===== src/rtl/bcq_pkg.sv =====
package bcq_pkg;
  typedef enum logic [1:0] {
    RGN_NONE = 2'd0,
    RGN_RAM  = 2'd1,
    RGN_ROM  = 2'd2,
    RGN_IO   = 2'd3
  } region_e;

  localparam int unsigned NUM_WINDOWS = 3;
  localparam int unsigned WIN_RAM = 0;
  localparam int unsigned WIN_ROM = 1;
  localparam int unsigned WIN_IO  = 2;
endpackage


===== src/rtl/bcq_reset_sync.sv =====
module bcq_reset_sync #(
  parameter int unsigned STAGES = 2
) (
  input  logic clk,
  input  logic rst_n,
  output logic rst_sync_n
);
  logic [STAGES-1:0] chain_q;
  logic [STAGES-1:0] chain_d;

  always_comb begin
    chain_d = {chain_q[STAGES-2:0], 1'b1};
  end

  always_ff @(posedge clk or negedge rst_n) begin
    if (!rst_n) begin
      chain_q <= '0;
    end else begin
      chain_q <= chain_d;
    end
  end

  assign rst_sync_n = chain_q[STAGES-1];
endmodule


===== src/rtl/bcq_bank_latch.sv =====
module bcq_bank_latch #(
  parameter int unsigned BANK_W = 8
) (
  input  logic              clk,
  input  logic              rst_sync_n,
  input  logic              phi,
  input  logic [BANK_W-1:0] data,
  output logic [BANK_W-1:0] bank_eff
);
  logic [BANK_W-1:0] bank_q;
  logic [BANK_W-1:0] bank_d;
  logic              cap_en;

  // Capture only during the address phase.
  assign cap_en = ~phi;

  always_comb begin
    bank_d = bank_q;
    if (cap_en) begin
      bank_d = data;
    end
  end

  always_ff @(posedge clk or negedge rst_sync_n) begin
    if (!rst_sync_n) begin
      bank_q <= '0;
    end else begin
      bank_q <= bank_d;
    end
  end

  // Transparent in the low phase, holding in the high phase.
  assign bank_eff = phi ? bank_q : data;

  assert_bank_hold_R6: assert property (@(posedge clk) disable iff (!rst_sync_n)
    phi |=> $stable(bank_q))
    else $error("bank register changed during the data phase");
endmodule


===== src/rtl/bcq_map_decode.sv =====
module bcq_map_decode
  import bcq_pkg::*;
#(
  parameter int unsigned FULL_W    = 24,
  parameter logic [FULL_W-1:0] RAM_LO = 24'h000000,
  parameter logic [FULL_W-1:0] RAM_HI = 24'h3FFFFF,
  parameter logic [FULL_W-1:0] ROM_LO = 24'h00E000,
  parameter logic [FULL_W-1:0] ROM_HI = 24'h00FFFF,
  parameter logic [FULL_W-1:0] IO_LO  = 24'h00D000,
  parameter logic [FULL_W-1:0] IO_HI  = 24'h00D0FF
) (
  input  logic [FULL_W-1:0] full_addr,
  output region_e           region
);
  localparam logic [FULL_W-1:0] LOS [NUM_WINDOWS] = '{RAM_LO, ROM_LO, IO_LO};
  localparam logic [FULL_W-1:0] HIS [NUM_WINDOWS] = '{RAM_HI, ROM_HI, IO_HI};

  logic [NUM_WINDOWS-1:0] hit;

  for (genvar w = 0; w < NUM_WINDOWS; w++) begin : g_win
    assign hit[w] = (full_addr >= LOS[w]) && (full_addr <= HIS[w]);
  end

  always_comb begin
    region = RGN_NONE;
    if (hit[WIN_IO]) begin
      region = RGN_IO;
    end else if (hit[WIN_ROM]) begin
      region = RGN_ROM;
    end else if (hit[WIN_RAM]) begin
      region = RGN_RAM;
    end
  end
endmodule


===== src/rtl/bcq_qualify.sv =====
module bcq_qualify
  import bcq_pkg::*;
#(
  parameter bit IO_NO_FETCH = 1'b1
) (
  input  logic    clk,
  input  logic    live,
  input  region_e region,
  input  logic    phi,
  input  logic    rw,
  input  logic    vda,
  input  logic    vpa,
  output logic    ram_cs_n,
  output logic    rom_cs_n,
  output logic    io_cs_n,
  output logic    rd_n,
  output logic    wr_n,
  output logic    opfetch
);
  logic addr_ok;
  logic fetch;
  logic io_ok;

  assign addr_ok = vda | vpa;
  assign fetch   = vda & vpa;

  if (IO_NO_FETCH) begin : g_io_data_only
    assign io_ok = vda & ~vpa;
  end else begin : g_io_any
    assign io_ok = addr_ok;
  end

  always_comb begin
    ram_cs_n = ~(live & addr_ok & (region == RGN_RAM));
    rom_cs_n = ~(live & addr_ok & (region == RGN_ROM));
    io_cs_n  = ~(live & io_ok   & (region == RGN_IO));
    rd_n     = ~(live & phi & rw  & addr_ok);
    wr_n     = ~(live & phi & ~rw & addr_ok);
    opfetch  = live & fetch;
  end

  assert_junk_cycle_idle_R1: assert property (@(posedge clk) disable iff (!live)
    (!vda && !vpa) |-> (ram_cs_n && rom_cs_n && io_cs_n && wr_n && rd_n))
    else $error("device touched in an invalid-address cycle");

  assert_io_no_fetch_R2: assert property (@(posedge clk) disable iff (!live)
    (IO_NO_FETCH && vpa) |-> io_cs_n)
    else $error("I/O selected with program address valid");

  assert_strobe_phase_R5: assert property (@(posedge clk) disable iff (!live)
    !phi |-> (rd_n && wr_n))
    else $error("strobe outside the data phase");

  assert_single_select_R7: assert property (@(posedge clk) disable iff (!live)
    $onehot0({~ram_cs_n, ~rom_cs_n, ~io_cs_n}))
    else $error("more than one select active");
endmodule


===== src/rtl/bus_cycle_qualifier.sv =====
module bus_cycle_qualifier
  import bcq_pkg::*;
#(
  parameter int unsigned ADDR_W      = 16,
  parameter int unsigned BANK_W      = 8,
  parameter int unsigned SYNC_STAGES = 2,
  parameter bit          IO_NO_FETCH = 1'b1,
  parameter logic [ADDR_W+BANK_W-1:0] RAM_LO = 24'h000000,
  parameter logic [ADDR_W+BANK_W-1:0] RAM_HI = 24'h3FFFFF,
  parameter logic [ADDR_W+BANK_W-1:0] ROM_LO = 24'h00E000,
  parameter logic [ADDR_W+BANK_W-1:0] ROM_HI = 24'h00FFFF,
  parameter logic [ADDR_W+BANK_W-1:0] IO_LO  = 24'h00D000,
  parameter logic [ADDR_W+BANK_W-1:0] IO_HI  = 24'h00D0FF
) (
  input  logic                     clk,
  input  logic                     rst_n,
  input  logic                     phi,
  input  logic [ADDR_W-1:0]        addr,
  input  logic [BANK_W-1:0]        data,
  input  logic                     rw,
  input  logic                     vda,
  input  logic                     vpa,
  output logic                     ram_cs_n,
  output logic                     rom_cs_n,
  output logic                     io_cs_n,
  output logic                     rd_n,
  output logic                     wr_n,
  output logic                     opfetch,
  output logic [ADDR_W+BANK_W-1:0] addr_full
);
  localparam int unsigned FULL_W = ADDR_W + BANK_W;

  logic              rst_sync_n;
  logic [BANK_W-1:0] bank_eff;
  region_e           region;

  bcq_reset_sync #(.STAGES(SYNC_STAGES)) u_rst (
    .clk        (clk),
    .rst_n      (rst_n),
    .rst_sync_n (rst_sync_n)
  );

  bcq_bank_latch #(.BANK_W(BANK_W)) u_bank (
    .clk        (clk),
    .rst_sync_n (rst_sync_n),
    .phi        (phi),
    .data       (data),
    .bank_eff   (bank_eff)
  );

  assign addr_full = {bank_eff, addr};

  bcq_map_decode #(
    .FULL_W (FULL_W),
    .RAM_LO (RAM_LO), .RAM_HI (RAM_HI),
    .ROM_LO (ROM_LO), .ROM_HI (ROM_HI),
    .IO_LO  (IO_LO),  .IO_HI  (IO_HI)
  ) u_map (
    .full_addr (addr_full),
    .region    (region)
  );

  bcq_qualify #(.IO_NO_FETCH(IO_NO_FETCH)) u_qual (
    .clk      (clk),
    .live     (rst_sync_n),
    .region   (region),
    .phi      (phi),
    .rw       (rw),
    .vda      (vda),
    .vpa      (vpa),
    .ram_cs_n (ram_cs_n),
    .rom_cs_n (rom_cs_n),
    .io_cs_n  (io_cs_n),
    .rd_n     (rd_n),
    .wr_n     (wr_n),
    .opfetch  (opfetch)
  );

  assert_reset_idle_R8: assert property (@(posedge clk)
    !rst_n |-> (ram_cs_n && rom_cs_n && io_cs_n && rd_n && wr_n && !opfetch))
    else $error("outputs active during reset");

  assert_fetch_flag_R3: assert property (@(posedge clk) disable iff (!rst_sync_n)
    opfetch |-> (vda && vpa))
    else $error("opfetch without both status lines");
endmodule


===== config.mk =====
export PLATFORM = sky130hd
export DESIGN_NAME = bus_cycle_qualifier
export DESIGN_NICKNAME = d
export VERILOG_FILES = /design/src/rtl/bcq_pkg.sv /design/src/rtl/bcq_reset_sync.sv /design/src/rtl/bcq_bank_latch.sv /design/src/rtl/bcq_map_decode.sv /design/src/rtl/bcq_qualify.sv /design/src/rtl/bus_cycle_qualifier.sv
export SDC_FILE = /design/constraint.sdc
export NUM_CORES = 1
export LEC_CHECK = 0
export ABC_CLOCK_PERIOD_IN_PS = 1500
export BUFFER_PORTS_ARGS = -buffer_cell sky130_fd_sc_hd__buf_2
export CAP_MARGIN = 20
export CELL_PAD_IN_SITES_DETAIL_PLACEMENT = 0
export CELL_PAD_IN_SITES_GLOBAL_PLACEMENT = 1
export CORE_UTILIZATION = 22
export DETAILED_ROUTE_END_ITERATION = 7
export GPL_TIMING_DRIVEN = 1
export PLACE_DENSITY = 0.85
export SETUP_SLACK_MARGIN = 0.3
export SLEW_MARGIN = 20
export SYNTH_ARGS = -nofsm -noshare
export SYNTH_HDL_FRONTEND = slang
export SYNTH_SLANG_ARGS = --single-unit

===== constraint.sdc =====
create_clock -name clk -period 1.5 [get_ports clk]
set_clock_uncertainty 0.1 [all_clocks]
set_input_delay 0.15 -clock clk [delete_from_list [all_inputs] [get_ports clk]]
set_output_delay 0.15 -clock clk [all_outputs]
set_load 0.05 [all_outputs]

* Word-level counts from Yosys, hierarchy flattened
Cells that the tools add are included.
Operators by class: $lt $le $gt $ge 6, equal/unequal tests 3, mux-type cells 4, bitwise gates (word level) 21, reduce and logical (&&, ||, !) cells 3
Operator list (number):
- >= comparator 24 x 16 -> 1 bit, second input constant | 2
- <= comparator 24 x 16 -> 1 bit, second input constant | 2
- >= comparator 24 x 1 -> 1 bit, second input constant | 1
- <= comparator 24 x 22 -> 1 bit, second input constant | 1
- AND 1 bit | 13
- two-way mux 8 bit | 1
- inverter 1 bit | 7
- == test 2 bit, second input constant | 2
- two-way mux 2 bit | 2
- logical AND 1 bit | 3
- == test 2 x 1 -> 1 bit, second input constant | 1
- two-way mux 1 bit | 1
- bitwise OR 1 bit | 1
Word-level totals: register bits 10, bits of input ports 30, output and inout port bits 30

* Longest topological paths before layout
Gate-level depths: netlist of run 1.
depth in word-level cells 9, mapped depth 4

* Hierarchy
Synthesis of run 1 repeated with hierarchy kept, for this count alone.
Second synthesis, totals: cells, all modules 52, area total of the unflattened synthesis 635.6 sq um
Modules (own cells, without submodules):
- bcq_bank_latch | times used 1, cells an instance 17, area an instance 331.6 sq um, seq. area each 200.2 sq um
- bus_cycle_qualifier | times used 1, cells an instance 16, area an instance 120.1 sq um, seq. area each 0.0 sq um
- bcq_qualify | times used 1, cells an instance 8, area an instance 70.1 sq um, seq. area each 0.0 sq um
- bcq_map_decode | times used 1, cells an instance 8, area an instance 60.1 sq um, seq. area each 0.0 sq um
- bcq_reset_sync | times used 1, cells an instance 3, area an instance 53.8 sq um, seq. area each 50.0 sq um

* Least setup slack after synthesis of run 1
Ideal clock, no wire load.
path kind register to output, from reg u_bank.bank_q[6], to out io_cs_n, data arrival time 1.593 ns, required time 1.250 ns, slack -0.343 ns, stages on the path, launching flop included 4, buffers on the path 0, cells stage by stage dfrtp_1 -> or3b_1 -> a2111oi_4 -> nand4_1
Between the ends: cells in the longest elaborated chain, start to end 9, elaborated cells on any way between the ends 16, classes of those cells order compare (6); eq/ne (1); mux (4); bitwise (2); reduce/logical (3)
RTL lines:
- from (decl) | line bcq_bank_latch.sv:10 | logic [BANK_W-1:0] bank_q;
- from (signal assigned) | line bcq_bank_latch.sv:28 | bank_q <= bank_d;
- two-way mux 8 bit (*)
- >= comparator 24 x 1 -> 1 bit / <= comparator 24 x 22 -> 1 bit (equally long branches) | line bcq_map_decode.sv:21 | assign hit[w] = (full_addr >= LOS[w]) && (full_addr <= HIS[w]);
- logical AND 1 bit | line bcq_map_decode.sv:21
- two-way mux 1 bit | line bcq_map_decode.sv:30 | end else if (hit[WIN_RAM]) begin
- two-way mux 2 bit | line bcq_map_decode.sv:28 | end else if (hit[WIN_ROM]) begin
- two-way mux 2 bit (*) | line bcq_map_decode.sv:26 | if (hit[WIN_IO]) begin
- == test 2 bit (*) | line bcq_qualify.sv:36 | io_cs_n = ~(live & io_ok & (region == RGN_IO));
- AND 1 bit (*) | line bcq_qualify.sv:36
- inverter 1 bit (*) | line bcq_qualify.sv:36
- to (decl) | line bus_cycle_qualifier.sv:25 | output logic io_cs_n,
Mark *: on every way between the ends. The rest lies on a longest branch, timed or not.

* Worst setup path after layout of run 1
from reg u_bank.bank_q[0], to out rom_cs_n
Between the ends: cells in the longest elaborated chain, start to end 9, elaborated cells on any way between the ends 16, classes of those cells order compare (6); eq/ne (1); mux (4); bitwise (2); reduce/logical (3)
RTL lines:
- two-way mux 8 bit (*)
- >= comparator 24 x 1 -> 1 bit / <= comparator 24 x 22 -> 1 bit (equally long branches) | line bcq_map_decode.sv:21
- logical AND 1 bit | line bcq_map_decode.sv:21
- two-way mux 1 bit | line bcq_map_decode.sv:30
- two-way mux 2 bit | line bcq_map_decode.sv:28
- two-way mux 2 bit (*) | line bcq_map_decode.sv:26
- == test 2 bit (*) | line bcq_qualify.sv:35 | rom_cs_n = ~(live & addr_ok & (region == RGN_ROM));
- AND 1 bit (*) | line bcq_qualify.sv:35
- inverter 1 bit (*) | line bcq_qualify.sv:35
- to (decl) | line bus_cycle_qualifier.sv:24 | output logic rom_cs_n,
Marks and branches as above.

==> flow_summary.toml, run 1 <==
[run_status]
outcome = "complete, but fails checks"
violations = "negative setup slack"

[clock_network]
numCtsBuffers = 3
h-tree-depth = 1
clk_path_buf_depth = 2
clk_latency_ns = 0.26
cts_tree = "built"
cts.sinks = 10
cts.root.buffer_cell = "clkbuf_4"
clkTransAtPathRegs_ns = 0.06

[power]
powerDensity_nw_per_um2 = 791.2
total_power_uw = 918.7
clock_power_share = 0.193
p_switching_uw = 328.6
p_comb_frac = 0.469
power_frac_seq = 0.339
internal_power_uw = 590.1
swShare = 0.3577
p_leak_uw = 0.0005476
ir_worst_vdd_mv = 0.5495

[critical_path]
end_kind = "primary output"
r2r-start = "u_bank.bank_q[0]$_DFF_PN0_"
crit_end = "rom_cs_n"
r2r_slack_ns = 0.37
crit_family = "simple AND/OR/NAND/NOR gates"
path_cells = "or4b_4 -> o22ai_4 -> nand4_1 -> buf_6"
critical_path.startpoint = "u_bank.bank_q[0]$_DFF_PN0_"
arrival_ns = 1.73
crit_fanout = 3
criticalPathCategory = "reg -> out"
crit_buf_inv = 1
slowest_delay_ns = 0.56
critPathSlowestCell = "or4b_4"
reg2reg_depth = 3
crit_cells = 4
critPathLaunchType = "flop"
timing.rr.end = "u_bank.bank_q[0]$_DFF_PN0_"
required_ns = 1.25

[cells_and_area]
fin_util = 0.4175
fin_nets = 135
fillCellCount = 270
seq_area_um2 = 251.5
synthToLayoutAreaGrowth_pct = 79.15
final_layout_size_suffix_gt1_frac = 0.7981
antennaDiodeCount = 0
layout.cells.non_filler = 135
multi_input_area_um2 = 359.1

[routing]
drc_errors = 0
drtAntennaViolNets = 0
drt_wl_total_um = 1890
vias = 602
first_iter_violations = 14
vias_per_cell = 4.459
dr.pass1.iters = 4
wl_per_cell_um = 14.00

[die]
num_rows = 19
dieArea_um2 = 3167
io_pins = 60
start_util = 0.2330
coreArea_um2 = 2781
die_w_um = 56.28
dieHeight_um = 56.28

[global_route]
antenna_found_initial = 0
grt_max_degree = 11
grt_first_pass_wirelength_um = 3084
overflow = 0
grt_use_total = 0.1285
grt_pass1_vias = 656

[logic_synthesis]
synth_warnings = 0
synth_area_leaders = "dfrtp_1 39%, buf_4 19%, mux2_2 14%, a2111oi_4 4.2%, or4b_1 3.1%"
syn-cell-area_um2 = 648.1
synth_top_area_frac = 0.3861
yosys.area.top_type = "dfrtp_1"
synth_area_per_cell_um2 = 11.17
ys_seq_elements = 10
syn_inst = 58
syn-num-nets = 88
synth_cell_types = 24
ys_seq_area_frac = 0.3861

[place]
dp.cells = 123
gp_congestion = 0.6713
dp_worst_setup_slack_ns = -0.3110
numPortBuffers = 43
hpwlAfterDp_um = 1385

[timing]
finalWorstSetupSlack_ns = -0.4811
totalNegativeSetupSlack_ns = -1.396
rsz0062_at_grt = "true"
hold_viol_final = 0
min_period_over_period = 1.321
drv_slew = 0
clock.fmax_mhz = 504.8
post-route-min-period_ns = 1.981
setup_viol_count_final = 4

[min_path]
hold_path_class = "in -> reg"

[run]
maxCapViolations = 0
-- sequential cells by signal, summed over array words and instances, names as in the netlist --
signal and cells:
u_bank.bank_q 8, u_rst.chain_q 2
-- power by group through the flow --
stage	Combinational [uW]	Sequential, uW	Clock [uW]
final	430	311	177
after global placement	305	309	0
after CTS	414	309	188
after detailed placement	310	311	0
after global routing	451	313	203
after floorplan	279	310	0
-- worst min-delay path by stage --
stage / startpoint / cells after the start / to / slack [ns]
finish: data[4] / 2 / u_bank.bank_q[4]$_DFF_PN0_ / 0.07
global route: data[4] / 2 / u_bank.bank_q[4]$_DFF_PN0_ / 0.07
CTS: data[4] / 2 / u_bank.bank_q[4]$_DFF_PN0_ / 0.07
global placement: rst_n / 1 / u_rst.chain_q[0]$_DFF_PN0_ / -0.16
floorplan: rst_n / 0 / u_rst.chain_q[0]$_DFF_PN0_ / -0.25
detailed placement: rst_n / 1 / u_rst.chain_q[0]$_DFF_PN0_ / -0.16
-- cell usage in the layout, fill, tap and decap left out --
cell type	count
or4b_4	2
a21oi_1	1
buf_8	11
a31o_4	1
clkbuf_1	1
or3b_4	2
buf_4	11
o21ai_2	1
or3_4	1
nand2_1	2
nand4_1	2
dfrtp_1	9
o31ai_1	1
a21o_2	1
dlygate4sd3_1	1
buf_2	29
nor2_1	1
o22ai_4	1
inv_1	1
buf_6	7
or4_1	1
nor3_2	1
clkbuf_4	3
conb_1	1
mux2_4	8
and3_4	1
dfrtp_2	1
o2111ai_4	1
a2111oi_4	1
-- cell families after synthesis --
logic type | after synthesis | share of synthesized area
compound gates | 8 | 0.1197
buf+inv | 18 | 0.2085
flops | 10 | 0.3861
mux | 8 | 0.1390
other cells | 1 | 0.005786
simple gates | 13 | 0.1409
-- repair_timing --
action	in CTS	in global routing
setup endpoints to repair	14	14
hold buffers	1	0
resized for setup	52	3
gates cloned	0	0
endpoints found under the hold margin	2	0
pin swaps	5	3
setup buffers	4	3
-- layout make-up --
cell class | count | area share
repair buffers | 59 | 0.4149
multi-input cells | 30 | 0.3093
flip-flops and latches | 10 | 0.2166
well taps | 31 | 0.03341
clock buffers | 4 | 0.02263
inverters | 1 | 0.003233
-- routing by layer --
| metal | GRT usage | share of wire |
|---|---|---|
| met2 | 0.2585 | 0.59 |
| met4 | 0.03484 | 0 |
| met3 | 0.03226 | 0.058 |
| met5 | 0 | 0 |
| met1 | 0.1275 | 0.35 |
-- Yosys cell counts, drive strengths merged --
master   instances
and3             1
o2111ai          1
o21ai            1
a21oi            1
or4              1
o22ai            1
o31ai            1
buf             17
or3b             2
nor3             1
nand4            2
nor2             1
a21o             1
inv              1
nand2            2
or4b             2
dfrtp           10
conb             1
a2111oi          1
mux2             8
or3              1
a31o             1
-- stage by stage --
stage | hold slack, ns | instance area [um2]
2_1_floorplan | -0.2456 | 689.4
3_3_place_gp | -0.1624 | 872.1
3_5_place_dp | -0.1598 | 872.1
4_1_cts | 0.07411 | 1120
5_1_grt | 0.06867 | 1161
6_report | 0.07431 | 1161
Note: power is estimated with default switching activity, not from simulation.
==> run 2: changes to the inputs <==
Settings changed: SKIP_LAST_GASP set to 1.
==> run 2 against run 1 <==
Net effect: core utilization is the same; die area unchanged; non-clock buffer count unchanged; register-to-register slack about the same; flip-flop and latch count unchanged; worst setup slack is the same; the run still ends with negative setup slack left; combinational power is essentially flat.
==> flow_summary.toml, run 2 (synthesized netlist as in run 1, its figures left out) <==
[critical_path]
end_kind = "primary output"
arrival_ns = 1.73
criticalPathCategory = "reg -> out"
required_ns = 1.25
critPathLaunchType = "flop"
crit_fanout = 3

[die]
num_rows = 19
coreArea_um2 = 2781
dieArea_um2 = 3167
dieHeight_um = 56.28
io_pins = 60
start_util = 0.2330
die_w_um = 56.28

[power]
ir_worst_vdd_mv = 0.5495
p_switching_uw = 328.6
swShare = 0.3577
clock_power_share = 0.193
internal_power_uw = 590.1
p_leak_uw = 0.0005476
p_comb_frac = 0.469
power_frac_seq = 0.339
powerDensity_nw_per_um2 = 791.2

[cells_and_area]
fin_util = 0.4175
top_register = "u_bank.bank_q"
layout_commonest_cell = "buf_2"
layout.cells.non_filler = 135
layout_common_cells = "29 x buf_2, 11 x buf_8, 11 x buf_4, 9 x dfrtp_1, 8 x mux2_4"
fin_nets = 135
reg_top3 = "u_bank.bank_q x8, u_rst.chain_q x2"
synthToLayoutAreaGrowth_pct = 79.15
design_area_um2 = 1161
largest_reg_flops = 8
final_layout_size_suffix_gt1_frac = 0.7981
antennaDiodeCount = 0

[timing]
rsz0062_at_grt = "true"
setup_viol_count_final = 4
clock.fmax_mhz = 504.8
finalWorstSetupSlack_ns = -0.4811
drv_slew = 0
totalNegativeSetupSlack_ns = -1.396
post-route-min-period_ns = 1.981
min_period_over_period = 1.321
hold_viol_final = 0

[routing]
vias = 602
drt_wl_total_um = 1890
drc_errors = 0
drtAntennaViolNets = 0
first_iter_violations = 11
vias_per_cell = 4.459
wl_per_cell_um = 14.00
dr.pass1.iters = 4

[place]
dpl-instance-area_um2 = 872.1
hpwlAfterDp_um = 1385
numPortBuffers = 43
dp.cells = 123
gp_congestion = 0.6713

[global_route]
grt_use_total = 0.1285
grt_first_pass_wirelength_um = 3084
overflow = 0
grt_max_degree = 11
grt_pass1_vias = 656
antenna_found_initial = 0

[clock_network]
cts.root.buffer_cell = "clkbuf_4"
h-tree-depth = 1
cts.sinks = 10
clkTransAtPathRegs_ns = 0.06
clk_latency_ns = 0.26
cts_tree = "built"
clk_path_buf_depth = 2
numCtsBuffers = 3

[run_status]
outcome = "complete, but fails checks"
violations = "negative setup slack"

[run]
maxCapViolations = 0

[min_path]
hold_path_class = "in -> reg"
-- run 2: cell counts in the layout (fill, tap and decap cells not counted) --
Identical to the previous run, type by type.
-- run 2: what timing repair did --
item | in CTS | in global routing
cloned | 0 | 0
hold endpoints to repair | 2 | 0
pin swaps | 5 | 3
gates resized for setup | 49 | 6
setup endpoints to repair | 14 | 14
hold buffers | 1 | 0
buffers inserted | 4 | 3
-- run 2: power groups by stage --
stage	Combinational [uW]	Sequential [uW]	Clock, uW
3_3_place_gp	305	309	0
6_report	430	311	177
2_1_floorplan	279	310	0
4_1_cts	407	309	188
5_1_grt	451	313	203
3_5_place_dp	310	311	0
-- run 2: area by class of cell --
cell class | instances | area [um2]
fill | 270 | 1620
timing repair buffer | 59 | 481.7
multi-input combinational | 30 | 359.1
sequential | 10 | 251.5
tap | 31 | 38.79
clock buffer | 4 | 26.28
inverter | 1 | 3.754
-- run 2: per-layer routing --
metal,track usage,share of wire
met5,0,0
met3,0.03226,0.058
met4,0.03484,0
met2,0.2585,0.59
met1,0.1275,0.35
-- run 2: final timing paths --
kind,from,to,slack (ns),depth (start not counted)
min in group asynchronous,rst_n,u_rst.chain_q[0]$_DFF_PN0_,0.10,2
max in group asynchronous,u_rst.chain_q[1]$_DFF_PN0_,u_bank.bank_q[7]$_DFF_PN0_,1.00,2
worst min-delay path,data[4],u_bank.bank_q[4]$_DFF_PN0_,0.07,2
worst max-delay path,u_bank.bank_q[0]$_DFF_PN0_,rom_cs_n,-0.48,4
worst min register to register,u_rst.chain_q[1]$_DFF_PN0_,u_bank.bank_q[4]$_DFF_PN0_,0.12,1
worst max register to register,u_bank.bank_q[0]$_DFF_PN0_,u_bank.bank_q[0]$_DFF_PN0_,0.37,3
-- run 2: critical path: stages (launching register included) --
cell	delay, ns
dfrtp_1	0.38
or4b_4	0.56
o22ai_4	0.19
nand4_1	0.15
buf_6	0.20
-- run 2: per-stage QoR --
stage | hold WS, ns | power, uW | worst slack (ns)
3_5_place_dp | -0.1598 | 620.9 | -0.3110
4_1_cts | 0.06071 | 903.5 | -0.4923
6_report | 0.07431 | 918.7 | -0.4811
3_3_place_gp | -0.1624 | 613.9 | -0.2523
2_1_floorplan | -0.2456 | 589.5 | -0.3123
5_1_grt | 0.06867 | 966.7 | -0.5235
